[config.mk]
export PLATFORM = sky130hd
export DESIGN_NAME = pwm2_interleave
export DESIGN_NICKNAME = d
export VERILOG_FILES = /design/src/rtl/pwm2_pkg.sv /design/src/rtl/pwm2_timebase.sv /design/src/rtl/pwm2_phase.sv /design/src/rtl/pwm2_interleave.sv
export SDC_FILE = /design/constraint.sdc
export NUM_CORES = 1
export LEC_CHECK = 0
export BUFFER_PORTS_ARGS = -buffer_cell sky130_fd_sc_hd__clkbuf_2
export CAP_MARGIN = 10
export CORE_ASPECT_RATIO = 1.2
export CORE_UTILIZATION = 59
export CTS_CLUSTER_SIZE = 40
export DETAILED_ROUTE_END_ITERATION = 10
export PLACE_DENSITY = 0.85
export SLEW_MARGIN = 20
export SYNTH_ARGS = -nofsm -noshare
export SYNTH_HDL_FRONTEND = slang
export SYNTH_SLANG_ARGS = --single-unit
[constraint.sdc]
create_clock -name clk -period 17.7 [get_ports clk]
set_input_delay 0.885 -clock clk [delete_from_list [all_inputs] [get_ports clk]]
set_output_delay 0.885 -clock clk [all_outputs]
set_load 0.02 [all_outputs]
[src/rtl/pwm2_pkg.sv]
package pwm2_pkg;
  localparam int unsigned NPHASE    = 2;
  localparam int unsigned PCT_SCALE = 100;
  localparam int unsigned MIN_PER   = 2;
endpackage

[src/rtl/pwm2_timebase.sv]
module pwm2_timebase
  import pwm2_pkg::*;
#(
  parameter int unsigned CNT_W   = 16,
  parameter int unsigned LOW_PCT = 10
) (
  input  logic             clk,
  input  logic             rst_n,
  input  logic             enable,
  input  logic [CNT_W-1:0] period_cyc,
  input  logic [CNT_W-1:0] min_low_cyc,
  output logic [NPHASE-1:0] active,
  output logic [CNT_W-1:0] pos0,
  output logic [CNT_W-1:0] pos1,
  output logic [CNT_W-1:0] half,
  output logic [CNT_W-1:0] lim
);
  localparam int unsigned PROD_W = CNT_W + 8;

  logic             run_q;
  logic             act1_q;
  logic [CNT_W-1:0] pos_q;
  logic [CNT_W-1:0] per_q;
  logic [CNT_W-1:0] mlow_q;
  logic [CNT_W-1:0] per_in;
  logic [PROD_W-1:0] prod;
  logic [CNT_W-1:0] pct_low;
  logic [CNT_W-1:0] low_len;
  logic             at_half;
  logic             at_end;

  // period values below the minimum are clamped
  always_comb begin
    if (period_cyc < CNT_W'(MIN_PER)) per_in = CNT_W'(MIN_PER);
    else                              per_in = period_cyc;
  end

  assign half    = per_q >> 1;
  assign at_half = (pos_q == half);
  assign at_end  = (pos_q == per_q - CNT_W'(1));

  always_ff @(posedge clk or negedge rst_n) begin
    if (!rst_n) begin
      run_q  <= 1'b0;
      act1_q <= 1'b0;
      pos_q  <= '0;
      per_q  <= CNT_W'(MIN_PER);
      mlow_q <= '0;
    end else if (!enable || !run_q) begin
      run_q  <= enable;
      act1_q <= 1'b0;
      pos_q  <= '0;
      per_q  <= per_in;
      mlow_q <= min_low_cyc;
    end else begin
      pos_q <= at_end ? '0 : pos_q + CNT_W'(1);
      if (at_half) act1_q <= 1'b1;
    end
  end

  // guaranteed low-side window: larger of share of period and floor
  assign prod    = PROD_W'(per_q) * PROD_W'(LOW_PCT);
  assign pct_low = CNT_W'(prod / PROD_W'(PCT_SCALE));
  assign low_len = (pct_low > mlow_q) ? pct_low : mlow_q;
  assign lim     = (low_len >= per_q) ? '0 : per_q - low_len;

  assign pos0 = pos_q;
  assign pos1 = (pos_q >= half) ? pos_q - half : pos_q + (per_q - half);

  assign active[0] = run_q;
  assign active[1] = run_q & (act1_q | at_half);
endmodule

[src/rtl/pwm2_phase.sv]
module pwm2_phase #(
  parameter int unsigned CNT_W = 16
) (
  input  logic             clk,
  input  logic             rst_n,
  input  logic             active,
  input  logic [CNT_W-1:0] pos,
  input  logic [CNT_W-1:0] lim,
  input  logic             trip,
  output logic             hs_req,
  output logic             ls_req,
  output logic             ramp_rst
);
  logic off_q;
  logic start;
  logic in_win;

  assign start  = active & (pos == '0);
  assign in_win = (pos < lim);
  assign hs_req = active & in_win & ~trip & (start | ~off_q);
  assign ls_req = active & ~hs_req;
  assign ramp_rst = start;

  // once the high side is off it stays off until the next start
  always_ff @(posedge clk or negedge rst_n) begin
    if (!rst_n) off_q <= 1'b1;
    else        off_q <= ~hs_req;
  end
endmodule

[src/rtl/pwm2_interleave.sv]
module pwm2_interleave
  import pwm2_pkg::*;
#(
  parameter int unsigned CNT_W   = 16,
  parameter int unsigned LOW_PCT = 10
) (
  input  logic             clk,
  input  logic             rst_n,
  input  logic             enable,
  input  logic [CNT_W-1:0] period_cyc,
  input  logic [CNT_W-1:0] min_low_cyc,
  input  logic [1:0]       cmp_trip,
  output logic [1:0]       hs_req,
  output logic [1:0]       ls_req,
  output logic [1:0]       ramp_rst
);
  logic [NPHASE-1:0] active;
  logic [CNT_W-1:0]  pos0;
  logic [CNT_W-1:0]  pos1;
  logic [CNT_W-1:0]  half;
  logic [CNT_W-1:0]  lim;
  logic [CNT_W-1:0]  pos_arr [NPHASE];

  pwm2_timebase #(.CNT_W(CNT_W), .LOW_PCT(LOW_PCT)) u_tb (
    .clk(clk), .rst_n(rst_n), .enable(enable),
    .period_cyc(period_cyc), .min_low_cyc(min_low_cyc),
    .active(active), .pos0(pos0), .pos1(pos1), .half(half), .lim(lim)
  );

  assign pos_arr[0] = pos0;
  assign pos_arr[1] = pos1;

  for (genvar g = 0; g < NPHASE; g++) begin : g_ph
    pwm2_phase #(.CNT_W(CNT_W)) u_ph (
      .clk(clk), .rst_n(rst_n), .active(active[g]),
      .pos(pos_arr[g]), .lim(lim), .trip(cmp_trip[g]),
      .hs_req(hs_req[g]), .ls_req(ls_req[g]), .ramp_rst(ramp_rst[g])
    );
  end
endmodule

==> key figures <==
Floorplanning
  • Die H: 149 um
  • Io pins: 43
  • Die area: 18500 um^2
  • Core area: between 15000 and 20000 um^2
  • Die Wd: 124 um
  • Starting density of the core: 60.4%
  • # rows: 53

STA
  • Post-route minimum period: 18.43 ns
  • Unrepaired setup endpoints after global routing: true
  • Least-Margin Pin Slew: 1.17 ns
  • Fin Hold WS: 0.522 ns
  • Final hold violation count: 0
  • Final setup violation count: 4
  • Relative slew margins: between 20% and 30%
  • Peak Freq: approximately 54 MHz
  • Final Max Tran Viols: 0
  • Worst setup margin: -0.726 ns
  • Fin crit share: 104%
  • Clock skew: 0.00426 ns

Final layout
  • Fill count: 1020
  • Footprint of the multi-input gates: 9820 um^2
  • Post-Layout Cell Count: between 1500 and 2000
  • Area grow syn2layout: 27.8%
  • Sequential cell area: 1310 um^2
  • Share of layout cells above drive strength 1: about 30%
  • Nets: around 1700
  • Antenna Cells: 0

CTS
  • TritonCTS clock tree: yes
  • Clk_lat worst skew: 0.32 ns
  • Hold Buf Count CTS: 0
  • Reg clk slew, reported paths: 0.08 ns
  • H-tree depth: 2
  • Cts bufs inserted: 5
  • Root Driver: clkbuf_16
  • Clk buf depth: 2
  • # clock sinks: 52

Route
  • Vias per cell: 7.13
  • Total Wirelength: 40.9 mm
  • Final routed DRC violation total: 0
  • Wire per inst: 23.5 um
  • DRT antenna net count: 0
  • Pre-antenna DRT Iters: 5
  • Via Count: ~12000
  • Drt initial violations: around 1700

Critical path
  • Max incr delay on CP: approximately 0.54 ns
  • Worst EP arrival: 17.54 ns
  • CP max FO: 7
  • CP Launch Point: u_tb.per_q[11]
  • CP most frequent cell: o21a_1
  • R2R Path Start: u_tb.per_q[11]
  • Reg2reg setup slack: 0.55 ns
  • Critical path type: flop to output pin
  • Worst r2r path cells: 93
  • Startpoint types: flop
  • Required time of the critical path: 16.82 ns
  • Slowest CP cell: or4_4
  • Reg-to-Reg End: g_ph[0].u_ph.off_q
  • CP Capture Type: output pin
  • Capture point of the critical path: ls_req[0]

Yosys
  • Top-count cell post-synth: ha_1
  • Post-synth top cells: ha_1 (138), nand2_1 (125), inv_1 (112)
  • Area leader, netlist: ha_1
  • Sequential area share after synthesis: 12.3%
  • Share of flip-flops with an asynchronous set or reset: 100%
  • Synth unique cells: 106
  • Ys flop type: dfrtp_1
  • Syn_area_per_cell: around 7.8 um^2
  • Ranking of synthesized cells by area: ha_1 (16%), dfrtp_1 (12%), xnor2_1 (7.1%), a21oi_1 (5.0%), nand2_1 (4.4%)
  • Yosys warning total: 0
  • Post-synth top area share: 16.3%
  • Post-synthesis instance total: 1356
  • Post-synth EDFFs: 0
  • Syn nets: around 1500
  • #FFs+latches synth: 52
  • Cell Area, Synth: roughly 11000 um^2

Placed design
  • Pre-CTS setup slack: -0.565 ns
  • HPWL Detailed: 25.4 mm
  • Port Buffers: 42
  • Placed insts: 1654
  • GPL Wtd Cong: 1.00

Run
  • Maxcap violations: 0

Global routing
  • Vias in the first global route: 11100
  • Antenna violations before repair: 0
  • GRT Total Usage: around a third
  • Largest net degree at the start of global routing: 63
  • First-pass GRT wire length: 53.3 mm
  • Gr ovfl total: 0

Worst hold path
  • Hold_sp: g_ph[1].u_ph.off_q
  • Hold Path Class: flop to flop

Status
  • Violated checks: negative setup slack
  • Status: finished, violations left
-- logic make-up (layout without fill, tap and decap cells) --
logic type	Yosys count	in the layout	synth area share, %
adder cells (fa/ha/maj)	157	157	19.8
XOR/XNOR	126	126	10.6
AND/OR/NAND/NOR	402	402	19.4
buffers and inverters	167	335	6.60
multiplexers	27	27	2.65
AO/OA/AOI/OAI	425	425	28.7
flip-flops	52	52	12.3
-- routing by layer --
| metal | routed length [um] | track usage (%) |
|---|---|---|
| met2 | 19300 | 63.8 |
| met4 | 3810 | 23.5 |
| met1 | 13800 | 39.1 |
| met3 | 4030 | 3.69 |
| met5 | 0 | 0 |
-- stage by stage --
step	TNS [ns]	cell area, um^2	util [%]
global placement	-0.0495	11500	65.5
global route	-3.83	13600	77.2
finish	-1.39	13600	77.2
floorplan	0	10600	-
detailed placement	-1.03	11500	65.5
CTS	0	12300	69.7
-- layout make-up --
| cell class | instances | area share (%) |
|---|---|---|
| clock inverters | 3 | 0.341 |
| well taps | 220 | 2.03 |
| flip-flops and latches | 52 | 9.67 |
| repair buffers | 212 | 11.4 |
| multi-input cells | 1137 | 72.4 |
| clock buffers | 5 | 0.922 |
| inverters | 115 | 3.18 |
-- timing repair --
action | CTS | global route
endpoints found under the setup margin | 2 | 5
pin swaps | 26 | 71
gates cloned | 0 | 1
resized for setup | 70 | 157
buffers inserted | 25 | 56
-- state kept, by name, indices dropped and copies added, names as in the netlist --
signal,count
u_tb.act1_q,1
u_tb.pos0,16
u_tb.per_q,16
u_tb.mlow_q,16
u_tb.run_q,1
g_ph.u_ph.off_q,2
-- critical path: cells and delay by family (launching register included) --
kind / cells / cell delay (ns)
simple gates: 18 / 3.42
compound gates: 54 / 9.08
buf+inv: 11 / 1.66
mux: 4 / 0.92
flops: 1 / 0.44
xor+xnor: 1 / 0.20
fa+ha+maj: 6 / 1.47
-- placed cells by master (no fill, tap or decap), drive strengths merged, types with 23 or more instances in the layout --
cell type	n
xnor2	89
buf	172
dfrtp	49
nand2	128
nor3	25
o21bai	32
nand4	23
a21o	37
clkbuf	45
xor2	37
nor2	79
inv	115
nand3	48
ha	138
o21ai	79
a21oi	109
-- how the worst min path moves through the flow --
stage                         end  depth (start not counted)
2_1_floorplan  g_ph[1].u_ph.off_q                          2
3_3_place_gp   g_ph[1].u_ph.off_q                          2
3_5_place_dp   g_ph[1].u_ph.off_q                          2
4_1_cts        g_ph[1].u_ph.off_q                          2
5_1_grt        g_ph[1].u_ph.off_q                          2
6_report       g_ph[1].u_ph.off_q                          2
Power is left out: the tool's default activity adds up to more than one toggle a clock period on the data nets, which glitch-free logic cannot reach.
